`config.mk`:
```
export PLATFORM = sky130hd
export DESIGN_NAME = be_lane_unit
export DESIGN_NICKNAME = d
export VERILOG_FILES = /design/src/rtl/be_lane_pkg.sv /design/src/rtl/be_lane_agu.sv /design/src/rtl/be_lane_store.sv /design/src/rtl/be_lane_load.sv /design/src/rtl/be_lane_unit.sv
export SDC_FILE = /design/constraint.sdc
export NUM_CORES = 1
export LEC_CHECK = 0
export ABC_AREA = 1
export BUFFER_PORTS_ARGS = -buffer_cell sky130_fd_sc_hd__buf_2
export CAP_MARGIN = 30
export CORE_AREA = 2 2 133 135
export CTS_CLUSTER_SIZE = 24
export DETAILED_ROUTE_END_ITERATION = 10
export DIE_AREA = 0 0 135 137
export PLACE_DENSITY = 0.87
export SETUP_SLACK_MARGIN = 0.02
export SYNTH_ARGS = -nofsm -noshare
export SYNTH_HDL_FRONTEND = slang
export SYNTH_HIERARCHICAL = 1
export SYNTH_SLANG_ARGS = --single-unit
export TNS_END_PERCENT = 5
```
`constraint.sdc`:
```
create_clock -name clk -period 2.35 [get_ports clk]
set_clock_uncertainty 0.15 [all_clocks]
set_input_delay 0.3525 -clock clk [delete_from_list [all_inputs] [get_ports clk]]
set_output_delay 0.3525 -clock clk [all_outputs]
set_load 0.01 [all_outputs]
```
`src/rtl/be_lane_pkg.sv`:
```
package be_lane_pkg;
    localparam int DATA_W = 32;
    localparam int LANE_N = DATA_W / 8;
    localparam int LANE_W = $clog2(LANE_N);
    localparam int CODE_W = 5;

    typedef enum logic [1:0] {
        SZ_BYTE = 2'd0,
        SZ_HALF = 2'd1,
        SZ_WORD = 2'd2,
        SZ_WIDE = 2'd3
    } size_e;

    localparam logic [CODE_W-1:0] CODE_LOAD_ADDR  = 5'd4;
    localparam logic [CODE_W-1:0] CODE_STORE_ADDR = 5'd5;
endpackage

```
`src/rtl/be_lane_agu.sv`:
```
module be_lane_agu
    import be_lane_pkg::*;
#(
    parameter int ADDR_W = 32,
    parameter int OFS_W  = 16
) (
    input  logic [ADDR_W-1:0] base,
    input  logic [OFS_W-1:0]  ofs,
    input  size_e             size,
    output logic [ADDR_W-1:0] ea,
    output logic              misaligned
);
    localparam int EXT_W = ADDR_W - OFS_W;

    always_comb begin
        ea = base + {{EXT_W{ofs[OFS_W-1]}}, ofs};
        unique case (size)
            SZ_BYTE: misaligned = 1'b0;
            SZ_HALF: misaligned = ea[0];
            default: misaligned = |ea[LANE_W-1:0];
        endcase
    end
endmodule

```
`src/rtl/be_lane_store.sv`:
```
module be_lane_store
    import be_lane_pkg::*;
(
    input  logic [LANE_W-1:0] lo,
    input  size_e             size,
    input  logic [DATA_W-1:0] wdata,
    output logic [LANE_N-1:0] be,
    output logic [DATA_W-1:0] wword
);
    for (genvar i = 0; i < LANE_N; i++) begin : g_lane
        localparam logic [LANE_W-1:0] K = LANE_W'(i);
        localparam int HI = DATA_W - 8 * i - 1;
        always_comb begin
            unique case (size)
                SZ_BYTE: begin
                    be[LANE_N-1-i] = (lo == K);
                    wword[HI -: 8] = wdata[7:0];
                end
                SZ_HALF: begin
                    be[LANE_N-1-i] = (lo[LANE_W-1] == K[LANE_W-1]);
                    wword[HI -: 8] = K[0] ? wdata[7:0] : wdata[15:8];
                end
                default: begin
                    be[LANE_N-1-i] = 1'b1;
                    wword[HI -: 8] = wdata[HI -: 8];
                end
            endcase
        end
    end
endmodule

```
`src/rtl/be_lane_load.sv`:
```
module be_lane_load
    import be_lane_pkg::*;
(
    input  logic [LANE_W-1:0] lo,
    input  size_e             size,
    input  logic              uns,
    input  logic [DATA_W-1:0] rdata,
    output logic [DATA_W-1:0] result
);
    logic [7:0]  byte_sel;
    logic [15:0] half_sel;

    always_comb begin
        byte_sel = 8'h00;
        for (int i = 0; i < LANE_N; i++) begin
            if (lo == LANE_W'(i)) byte_sel = rdata[DATA_W-1-8*i -: 8];
        end
        half_sel = lo[LANE_W-1] ? rdata[15:0] : rdata[DATA_W-1 -: 16];
        unique case (size)
            SZ_BYTE: result = {{(DATA_W-8){byte_sel[7] & ~uns}}, byte_sel};
            SZ_HALF: result = {{(DATA_W-16){half_sel[15] & ~uns}}, half_sel};
            default: result = rdata;
        endcase
    end
endmodule

```
`src/rtl/be_lane_unit.sv`:
```
module be_lane_unit
    import be_lane_pkg::*;
#(
    parameter int ADDR_W = 32,
    parameter int OFS_W  = 16
) (
    input  logic              clk,
    input  logic              rst_n,
    input  logic              req_valid,
    input  logic              req_write,
    input  logic [1:0]        req_size,
    input  logic              req_unsigned,
    input  logic [ADDR_W-1:0] req_base,
    input  logic [OFS_W-1:0]  req_offset,
    input  logic [31:0]       req_wdata,
    input  logic              mem_rvalid,
    input  logic [31:0]       mem_rdata,
    output logic              mem_en,
    output logic              mem_we,
    output logic [ADDR_W-1:0] mem_addr,
    output logic [3:0]        mem_be,
    output logic [31:0]       mem_wdata,
    output logic              fault_valid,
    output logic [4:0]        fault_code,
    output logic [ADDR_W-1:0] fault_addr,
    output logic              ld_valid,
    output logic [31:0]       ld_data
);
    typedef struct packed {
        logic              mem_en;
        logic              mem_we;
        logic [ADDR_W-1:0] mem_addr;
        logic [LANE_N-1:0] mem_be;
        logic [DATA_W-1:0] mem_wdata;
        logic              fault_valid;
        logic [CODE_W-1:0] fault_code;
        logic [ADDR_W-1:0] fault_addr;
        logic [LANE_W-1:0] ctx_lo;
        size_e             ctx_size;
        logic              ctx_uns;
        logic              ld_valid;
        logic [DATA_W-1:0] ld_data;
    } state_t;

    state_t st_d, st_q;

    size_e             size_in;
    logic [ADDR_W-1:0] ea;
    logic              misal;
    logic [LANE_N-1:0] lane_be;
    logic [DATA_W-1:0] lane_word;
    logic [DATA_W-1:0] ext_word;

    assign size_in = size_e'(req_size);

    be_lane_agu #(.ADDR_W(ADDR_W), .OFS_W(OFS_W)) u_agu (
        .base       (req_base),
        .ofs        (req_offset),
        .size       (size_in),
        .ea         (ea),
        .misaligned (misal)
    );

    be_lane_store u_store (
        .lo    (ea[LANE_W-1:0]),
        .size  (size_in),
        .wdata (req_wdata),
        .be    (lane_be),
        .wword (lane_word)
    );

    be_lane_load u_load (
        .lo     (st_q.ctx_lo),
        .size   (st_q.ctx_size),
        .uns    (st_q.ctx_uns),
        .rdata  (mem_rdata),
        .result (ext_word)
    );

    always_comb begin
        st_d             = st_q;
        st_d.mem_en      = 1'b0;
        st_d.mem_we      = 1'b0;
        st_d.mem_addr    = '0;
        st_d.mem_be      = '0;
        st_d.mem_wdata   = '0;
        st_d.fault_valid = 1'b0;
        st_d.fault_code  = '0;
        st_d.fault_addr  = '0;
        st_d.ld_valid    = 1'b0;
        st_d.ld_data     = '0;
        if (req_valid) begin
            if (misal) begin
                st_d.fault_valid = 1'b1;
                st_d.fault_code  = req_write ? CODE_STORE_ADDR : CODE_LOAD_ADDR;
                st_d.fault_addr  = ea;
            end else begin
                st_d.mem_en   = 1'b1;
                st_d.mem_we   = req_write;
                st_d.mem_addr = {ea[ADDR_W-1:LANE_W], {LANE_W{1'b0}}};
                st_d.mem_be   = lane_be;
                if (req_write) begin
                    st_d.mem_wdata = lane_word;
                end else begin
                    st_d.ctx_lo   = ea[LANE_W-1:0];
                    st_d.ctx_size = size_in;
                    st_d.ctx_uns  = req_unsigned;
                end
            end
        end
        if (mem_rvalid) begin
            st_d.ld_valid = 1'b1;
            st_d.ld_data  = ext_word;
        end
    end

    always_ff @(posedge clk) begin
        if (!rst_n) st_q <= '0;
        else        st_q <= st_d;
    end

    assign mem_en      = st_q.mem_en;
    assign mem_we      = st_q.mem_we;
    assign mem_addr    = st_q.mem_addr;
    assign mem_be      = st_q.mem_be;
    assign mem_wdata   = st_q.mem_wdata;
    assign fault_valid = st_q.fault_valid;
    assign fault_code  = st_q.fault_code;
    assign fault_addr  = st_q.fault_addr;
    assign ld_valid    = st_q.ld_valid;
    assign ld_data     = st_q.ld_data;
endmodule

```
Word-level counts from Yosys, hierarchy flattened
Index checks and enable logic that the tools add are counted.
Storage, ports and cells
  register bits: 146
  input bits: 120
  word-level logic and storage cells: 62
Operators by class
  add/sub/neg operators: 1
  equal/unequal tests: 8
  muxes and demuxes: 19
  bitwise logic cells: 8
  reduce and logical (&&, ||, !) cells: 12
Operators with widths (number)
  70-bit 2-to-1 mux: 1
  32-bit one-hot mux with 2 select lines: 1
  8-bit 2-to-1 mux: 6
  38-bit 2-to-1 mux: 1
  33-bit 2-to-1 mux: 1
  32-bit adder: 1
  32-bit 2-to-1 mux: 1
  16-bit 2-to-1 mux: 1
  8-bit one-hot mux with 2 select lines: 1
  1-bit one-hot mux with 2 select lines: 5
  2-bit by 1-bit equality test with 1-bit output (second input constant): 4
  2-bit equality test (second input constant): 4
  2-bit logical NOT: 4
  1-bit inverter: 6
  3-bit AND reduction: 2
  2-bit AND reduction: 2
  2-bit OR reduction: 2
  4-bit OR reduction: 1
  3-bit OR reduction: 1
  1-bit AND: 2
  1-bit 2-to-1 mux: 1

Depth between registers and ports, before layout
Gate-level depths: netlist (run 1).
  depth after elaboration: 8
  mapped depth: 14

By module
The synthesis (run 1) kept the hierarchy.
By module, submodules not included
  be_lane_unit: times used 1, cells an instance 563, area each 5034.8 um2
  be_lane_agu: times used 1, cells an instance 497, area each 2397.3 um2
  be_lane_load: times used 1, cells an instance 194, area each 937.1 um2
  be_lane_store: times used 1, cells an instance 98, area each 559.3 um2

Worst setup path before layout (run 1)
Ideal clock, no wire load.
  path kind: input port to flip-flop
  start point: input port req_base[0]
  end point: register st_q[33] (netlist name)
  library setup time: 0.115 ns
  arrival time: 1.892 ns
  data required time: 2.085 ns
  path slack: 0.193 ns
  cell stages on the path: 8
  cells stage by stage: ha_1 > fa_1 > o21ai_0 > nand2_1 > nor2_1 > nand3_1 > nand2_1 > nor2_1
On the way
  longest elaborated chain between the ends: 5
Ends and longest elaborated chain
  start: declaration: line be_lane_unit.sv:13  | input logic [ADDR_W-1:0] req_base,
  32-bit adder: line be_lane_agu.sv:16  | ea = base + {{EXT_W{ofs[OFS_W-1]}}, ofs};
  net ea[1]: line be_lane_unit.sv:48  | logic [ADDR_W-1:0] ea;
  2-bit OR reduction: line be_lane_agu.sv:20  | default: misaligned = |ea[LANE_W-1:0];
  1-bit one-hot mux with 2 select lines: line be_lane_agu.sv:17  | unique case (size)
  net misal: line be_lane_unit.sv:49  | logic misal;
  1-bit inverter (no line)
  3-bit AND reduction (no line)
  end signal: assignment: line be_lane_unit.sv:119  | else st_q <= st_d;
  end: declaration: line be_lane_unit.sv:45  | state_t st_d, st_q;
The timed path passes the listed nets, and every way through them passes these cells.
A chain may end at the register's enable or synchronous reset.

Worst setup path after layout (run 1)
  start point: register st_q[35] (netlist name)
  end point: register st_q (netlist bit ld_data[25])
On the way
  longest elaborated chain between the ends: 2
  elaborated cells on any way between the ends: 3
  classes of those cells: eq/ne: 1; mux: 1; reduce/logical: 1
Ends and longest elaborated chain
  2-bit by 1-bit equality test with 1-bit output or 2-bit logical NOT (tied branches): line be_lane_load.sv:19  | unique case (size)
  32-bit one-hot mux with 2 select lines (*): line be_lane_load.sv:19
  net ext_word[25]: line be_lane_unit.sv:52  | logic [DATA_W-1:0] ext_word;
Mark *: on every way through the listed nets, which the timed path passes. The rest lies on a longest branch.

==> results of run 1 <==
-- cell families (layout without fill, tap and decap cells) --
group | Yosys count | in the layout | share of synthesized area
XOR/XNOR | 16 | 16 | 0.0157
adder cells (fa/ha/maj) | 32 | 32 | 0.0457
buffers and inverters | 427 | 548 | 0.253
AO/OA/AOI/OAI | 67 | 67 | 0.0426
AND/OR/NAND/NOR | 668 | 668 | 0.326
other | 1 | 5 | 0.000420
flip-flops | 141 | 141 | 0.316
-- worst max-delay path, delay by kind of cell (launching register included) --
kind	cells	cell delay [ns]
buf+inv	5	0.98
flops	1	0.33
simple gates	4	0.46
-- sequential cells by signal, indices dropped and copies added, names as in the netlist --
register and count:
ld_valid 1, st_q 5, fault_addr 32, fault_code 2
mem_be 4, mem_wdata 32, mem_we 1, mem_en 1
ld_data 32, fault_valid 1, mem_addr 30
-- where the power goes --
group | switching (uW) | internal (uW)
registers | 39.4 | 2520
clock network | 1160 | 1390
logic | 1020 | 562
-- per-layer routing --
layer,track usage,share of wire
met1,0.280,0.39
met2,0.429,0.48
met3,0.0833,0.10
met4,0.105,0.031
met5,0,0
-- how the worst min path moves through the flow --
| stage | slack [ns] | start | end |
|---|---|---|---|
| floorplan | 0.30 | st_q[33] | st_q[33] |
| finish | 0.03 | req_wdata[6] | mem_wdata[6] |
| CTS | 0.01 | req_wdata[6] | mem_wdata[6] |
| global placement | 0.31 | st_q[33] | st_q[33] |
| global route | 0.03 | req_wdata[6] | mem_wdata[6] |
| detailed placement | 0.34 | st_q[34] | st_q[34] |
-- cell type report --
class                   instances  area, um^2  share of cell area
repair buffers                273        1440               0.145
clock inverters                14         130              0.0132
inverters                     243         912              0.0924
clock buffers                  18         429              0.0435
well taps                     225         282              0.0285
flip-flops and latches        141        2820               0.286
multi-input cells             788        3860               0.391
-- per-stage QoR --
step                hold WS (ns)  total power (uW)  cells
global route              0.0250              7030   1702
CTS                       0.0147              6710   1702
floorplan                  0.302              3830   1356
finish                    0.0327              6680   1702
detailed placement         0.345              4160   1670
global placement           0.313              4140   1670
-- cells in the final DEF, fill, tap and decap left out, drive strengths merged --
cell and instances:
dfxtp 141, clkbuf 18, o21bai 2, nand2 378
xnor2 2, nand4 3, nor2 154, o21ai 20
ha 31, clkinv 4, nor3 37, xor2 14
a21oi 35, or2 9, buf 273, clkinvlp 4
a21o 1, fa 1, inv 249, conb 5
o211ai 9, nand3 87
-- cell usage after synthesis (10+ instances only) --
cell type	n	area (um^2)
nand2_1	364	1370
o21ai_0	10	50.1
dfxtp_1	141	2820
buf_4	147	1100
xor2_1	14	123
nand3_2	25	250
o21ai_1	10	50.1
nor2_2	11	68.8
nor2_1	142	533
nor3_1	35	175
ha_1	31	388
buf_2	17	85.1
nand2_2	14	87.6
inv_1	237	890
nand3_1	61	305
a21oi_1	33	165
==> results_dict.tcl, run 1 <==
set metrics [dict create \
    status "complete, no violations" \
    clk_pin_slew_worst_paths_ns 0.07 \
    drc 0 \
    crit_chain "buf_4 -> inv_1 -> nand2_1 -> inv_1 -> nand3_1 -> buf_4 -> nand3_1 -> inv_1 -> nor2_1" \
    clk_path_buf_depth 2 \
    synth_seq_area_share 0.316 \
    hold_depth 3 \
    dpl.hpwl_um 18000 \
    cts.sinks 141 \
    gr-total-overflow 0 \
    cts-root-buf "clkbuf_16" \
    antenna_cells 0 \
    h-tree-depth 4 \
    final_util 0.579 \
    wl_per_cell_um 13.6 \
    cts_resized 0 \
    synth_cells 1352 \
    row_count 48 \
    synth_edf_count 0 \
    die_height_um 137 \
    place_congestion 0.965 \
    fin_crit_sh 0.866 \
    yosys_warnings 6 \
    crit_slowest_cell "dfxtp_1" \
    drive_above_1_share 0.253 \
    antenna_found_initial 0 \
    place_ws_ns -0.0350 \
    cellPowerDensity_nw_per_um2 676 \
    cts_buffers 17 \
    drt-pass1-iter-count 5 \
    core-area_um2 17100 \
    maxSlewViolCount 0 \
    endpoint "ld_data[25]" \
    async_flop_share 0 \
    cts_setup_buffers 0 \
    fill_cells 1619 \
    regToRegStartpoint "st_q[35]" \
    cp_common_cell "inv_1" \
    port_buffers 255 \
    worstMarginPinSlew_ns 0.948 \
    vias 8193 \
    drtAntennaViolNets 0 \
    start_util 0.523 \
    synth_cell_type_count 38 \
    relSlewSlack 0.364 \
    viasPerCell 4.81 \
    grt_pass1_vias 7714 \
    crit_type "flop to flop" \
    grt_pass1_wl_um 36300 \
    boundaryPins 261 \
    synth_ff_type "dfxtp_1" \
    crit-reg2reg-capture "ld_data[25]" \
    holdBufCountCts 0 \
    worstPathRequired_ns 2.51 \
    max_clock_freq_mhz 491 \
    crit_path_end_kind "flop" \
    syn_avg_cell_area_um2 6.60 \
    max_cap_viol_count 0 \
    reg2reg_depth 9 \
    ir_drop_uv 545 \
    fp.dieW_um 135 \
    setup_viol 0 \
    ys_ff_latch 141 \
    final.min_clock_period_ns 2.04 \
    worst_slack_ns 0.314 \
    startpoint_type "flop" \
    slowest_delay_ns 0.33 \
    report.final.hold_viol_count 0 \
    first_iter_violations 647 \
    dieArea_um2 18500 \
    cp_max_fo 34 \
    grt_util_all_layers 0.248 \
    arrival_ns 2.19 \
    rrSetupSlack_ns 0.31 \
    place_area_um2 9320 \
    area_growth_pct 10.6 \
    hp-class "input port to flop" \
    netlist_area_um2 8930 \
    cts_tree "built" \
    tns_ns 0 \
    nets 1616 \
    clk_latency_ns 0.42 \
    power.leakage_uw 0.00600 \
    rsz0062_at_grt "no" \
    grt_max_degree 57 \
    crit_start "st_q[35]" \
    wl_um 23100 \
    fin_area_um2 9870 \
]
Power figures use the tool's default switching activity.
==> run 2: changes to the inputs <==
- CORE_AREA: 2 2 133 135 -> 2 2 171 106
- DIE_AREA: 0 0 135 137 -> 0 0 173 108
==> run 2 against run 1 <==
Setup slack improved by 0.0026 ns. Largest cell class unchanged. Register-to-register slack hardly changed. Largest power group unchanged. Non-clock buffer count is 8 higher. Critical path depth down 2.
==> results_dict.tcl, run 2 (synthesized netlist as in run 1, its figures left out) <==
set metrics [dict create \
    wl_per_cell_um 13.5 \
    area_growth_pct 11.3 \
    holdBufCountCts 0 \
    drc 0 \
    cp_max_fo 16 \
    crit_type "flop to flop" \
    boundaryPins 261 \
    h-tree-depth 4 \
    clk_pin_slew_worst_paths_ns 0.07 \
    fin_crit_sh 0.865 \
    arrival_ns 2.22 \
    cellPowerDensity_nw_per_um2 674 \
    grt_use_met3 0.0577 \
    row_count 37 \
    maxSlewViolCount 0 \
    cts_resized 0 \
    grt-busiest-layer "met1" \
    relSlewSlack 0.388 \
    rsz0062_at_grt "no" \
    start_util 0.527 \
    port_buffers 255 \
    grt_pass1_vias 7380 \
    setup_viol 0 \
    grt.met1_usage 0.364 \
    antenna_found_initial 0 \
    cts-root-buf "clkbuf_16" \
    gr-total-overflow 0 \
    drt-pass1-iter-count 5 \
    cts.sinks 141 \
    worstPathRequired_ns 2.53 \
    vias 8189 \
    drive_above_1_share 0.257 \
    min_from "req_wdata[6]" \
    report.final.hold_viol_count 0 \
    cts_buffers 17 \
    crit_start "st_q[37]" \
    fin_hold_ws_ns 0.0353 \
    power.leakage_uw 0.00604 \
    dpl.hpwl_um 18400 \
    startpoint_type "flop" \
    place_congestion 0.987 \
    gr-usage-met2 0.356 \
    grt_max_degree 47 \
    clk_latency_ns 0.40 \
    register_area_um2 2820 \
    final.min_clock_period_ns 2.03 \
    layout_common_cells "363 x nand2_1, 255 x buf_2, 237 x inv_1" \
    regToRegStartpoint "st_q[37]" \
    grt_util_all_layers 0.244 \
    dieArea_um2 18700 \
    fill_cells 1618 \
    grt_pass1_wl_um 36700 \
    viasPerCell 4.76 \
    ir_drop_uv 434 \
    final_common_cell "nand2_1" \
    fp.dieW_um 173 \
    core-area_um2 16900 \
    max_cap_viol_count 0 \
    max_clock_freq_mhz 492 \
    multi_input_area_um2 3860 \
    die_height_um 108 \
    cts_setup_buffers 0 \
    tns_ns 0 \
    nets 1624 \
    wl_um 23200 \
    cts_tree "built" \
    status "complete, no violations" \
    clk_path_buf_depth 2 \
    drtAntennaViolNets 0 \
    hp-class "input port to flop" \
    antenna_cells 0 \
    worstMarginPinSlew_ns 0.912 \
    crit_path_end_kind "flop" \
    first_iter_violations 778 \
]
run 2: cell count changes in the layout (fill, tap and decap cells not counted):
| cell | delta |
|---|---|
| clkinv_8 | -1 |
| inv_6 | +1 |
| buf_4 | +8 |
run 2: power breakdown:
group | internal, uW | switching, uW | total [uW]
combinational | 574 | 1030 | 1600
clock | 1390 | 1160 | 2550
sequential | 2520 | 38.9 | 2550
run 2: layout make-up:
| cell class | count | share of cell area |
|---|---|---|
| Multi-Input combinational cell | 788 | 0.389 |
| Clock buffer | 18 | 0.0432 |
| Tap cell | 234 | 0.0295 |
| Clock inverter | 14 | 0.0123 |
| Timing Repair Buffer | 281 | 0.151 |
| Sequential cell | 141 | 0.284 |
| Inverter | 243 | 0.0918 |
run 2: per-stage QoR:
step	total power, uW	utilization	setup WS, ns	std cells	area (um^2)
after detailed placement	4180	0.554	0.00471	1687	9390
final	6700	0.587	0.317	1719	9940
after global routing	7090	0.587	0.201	1719	9940
after CTS	6750	0.587	0.390	1719	9940
after global placement	4150	0.554	0.0604	1687	9390
after floorplan	3830	-	0.193	1356	8940
run 2: worst paths after layout:
| kind | to | slack [ns] | depth (start not counted) |
|---|---|---|---|
| setup / recovery | ld_data[16] | 0.32 | 7 |
| hold / removal | mem_wdata[6] | 0.04 | 3 |
| setup reg to reg | ld_data[16] | 0.32 | 7 |
| hold reg to reg | st_q[33] | 0.37 | 2 |
run 2: critical path: stages, from the launching register on:
cell and delay [ns]:
dfxtp_1 0.45, buf_4 0.20, nand2_1 0.06, o21ai_0 0.11, nand3_1 0.54, nand3_1 0.26, inv_1 0.06, nor2_1 0.11
run 2: metal layers:
| layer | wire length, um | up-vias |
|---|---|---|
| met5 | 0 | - |
| met4 | 223 | 0 |
| met3 | 2250 | 19 |
| met2 | 9550 | 393 |
| met1 | 11200 | 3636 |
| li1 | - | 4141 |
==> run 3: changes to the inputs <==
- clock period: 2.35 -> 2.1 ns (I/O delays scaled with it)
==> run 3 against run 2 <==
Routed wire length increased by 0.89%. Sequential power grew 12%. Largest power group is now the clock network. Largest cell class unchanged. Critical path depth rose by 8. Hold slack lost 0.0013 ns. First-iteration DRC count fell by 14%. Critical endpoint is now mem_addr[28]. Cell count up 1.5%. Via count grew 0.21%. Non-clock buffer count is 25 higher.
==> results_dict.tcl, run 3 (synthesized netlist as in run 1, its figures left out) <==
set metrics [dict create \
    ir_drop_uv 509 \
    crit_start "req_offset[0]" \
    crit_slowest_cell "fa_1" \
    hold_depth 3 \
    cts_resized 0 \
    cp_max_fo 4 \
    critPathBufInv 2 \
    crit_path_end_kind "flop" \
    fp.dieW_um 173 \
    critical_path.top_delay_family "simple AND/OR/NAND/NOR gates" \
    max_clock_freq_mhz 526 \
    crit-reg2reg-capture "ld_data[4]" \
    antenna_found_initial 0 \
    crit_chain "buf_2 -> ha_1 -> fa_1 -> nand3_1 -> nand3_2 -> nand2_1 -> nand2_2 -> nand2_1 -> nand2_2 -> nand2_1 -> nand2_1 -> nand2_1 -> nand2_1 -> inv_1 -> nor2_1" \
    gr-total-overflow 0 \
    fin_hold_ws_ns 0.0340 \
    cts.sinks 141 \
    hp-class "input port to flop" \
    cts_tree "built" \
    slowest_delay_ns 0.41 \
    regToRegStartpoint "st_q[37]" \
    port_buffers 255 \
    cellPowerDensity_nw_per_um2 765 \
    max_cap_viol_count 0 \
    crit_type "input port to flop" \
    cts-root-buf "clkbuf_16" \
    relSlewSlack 0.618 \
    cp_common_cell "nand2_1" \
    grt_util_all_layers 0.248 \
    worstPathRequired_ns 2.25 \
    first_iter_violations 671 \
    cts_buffers 17 \
    report.final.hold_viol_count 0 \
    maxSlewViolCount 0 \
    startpoint_type "input port" \
    drive_above_1_share 0.266 \
    vias 8206 \
    place_congestion 0.931 \
    reg2reg_depth 9 \
    rsz0062_at_grt "no" \
    row_count 37 \
    core-area_um2 16900 \
    fin_crit_sh 0.905 \
    clk_path_buf_depth 2 \
    rrSetupSlack_ns 0.25 \
    viasPerCell 4.71 \
    power.leakage_uw 0.00618 \
    tns_ns 0 \
    min_from "req_wdata[5]" \
    final.min_clock_period_ns 1.90 \
    layout_common_cells "363 x nand2_1, 255 x buf_2, 237 x inv_1" \
    antenna_cells 0 \
    grt_pass1_wl_um 36800 \
    fin_area_um2 10200 \
    clk_pin_slew_worst_paths_ns 0.06 \
    die_height_um 108 \
    final_common_cell "nand2_1" \
    clk_latency_ns 0.41 \
    boundaryPins 261 \
    arrival_ns 2.05 \
    drc 0 \
    wl_per_cell_um 13.4 \
    start_util 0.527 \
    area_growth_pct 14.1 \
    hold_end "mem_wdata[5]" \
    setup_viol 0 \
    drt-pass1-iter-count 7 \
    drtAntennaViolNets 0 \
    nets 1649 \
    dieArea_um2 18700 \
    h-tree-depth 4 \
    wl_um 23400 \
    crit_cells 15 \
    grt_pass1_vias 7284 \
    totalPowerFinal_uw 7790 \
    dpl.hpwl_um 18500 \
    place_area_um2 9540 \
    grt_max_degree 45 \
    status "complete, no violations" \
    fill_cells 1594 \
    worstMarginPinSlew_ns 0.574 \
]
-- run 3: cell count changes in the layout (fill, tap and decap cells not counted), sizes merged --
cell	delta
bufinv	+3
dlygate4sd3	+5
buf	+20
clkbuf	+1
inv	-6
clkinv	+2
-- run 3: worst max path at each step --
stage                          endpoint  slack (ns)
after detailed placement   mem_addr[20]       -0.22
after CTS                 mem_wdata[29]        0.23
final                      mem_addr[28]        0.20
after global routing       mem_wdata[2]        0.03
after floorplan            mem_addr[10]        0.03
after global placement           mem_en       -0.20
-- run 3: worst reg2reg max path, delay by kind of cell (launching register included) --
family                 cells  cell delay [ns]
and+or+nand+nor            5             0.56
AOI/OAI and AO/OA          1             0.14
DFF                        1             0.44
buffers and inverters      3             0.45
-- run 3: final cells by class --
| type | instances | area, um^2 | area share |
|---|---|---|---|
| Clock inverter | 13 | 165 | 0.0162 |
| Sequential cell | 141 | 2820 | 0.277 |
| Timing Repair Buffer | 306 | 1700 | 0.167 |
| Clock buffer | 19 | 433 | 0.0425 |
| Inverter | 243 | 912 | 0.0895 |
| Tap cell | 234 | 293 | 0.0287 |
| Multi-Input combinational cell | 788 | 3860 | 0.379 |
-- run 3: routing by layer --
layer	routed length, um	global-route usage
met1	10900	0.349
met2	9630	0.373
met3	2650	0.0774
met4	208	0.0539
met5	0	0
-- run 3: metrics by stage --
step           setup slack [ns]  instances  utilization
2_1_floorplan            0.0271       1356            -
3_3_place_gp             -0.199       1707        0.563
3_5_place_dp             -0.222       1707        0.563
4_1_cts                   0.226       1744        0.601
5_1_grt                  0.0291       1744        0.601
6_report                  0.199       1744        0.601
-- run 3: repair_timing --
item	4_1_cts	5_1_grt
hold buffers	5	0
endpoints found under the hold margin	5	0
setup buffers	0	0
-- run 3: report_power, final --
group | internal [uW] | switching [uW] | total (uW)
Sequential | 2820 | 39.1 | 2850
Combinational | 696 | 1160 | 1850
Clock | 1880 | 1210 | 3090
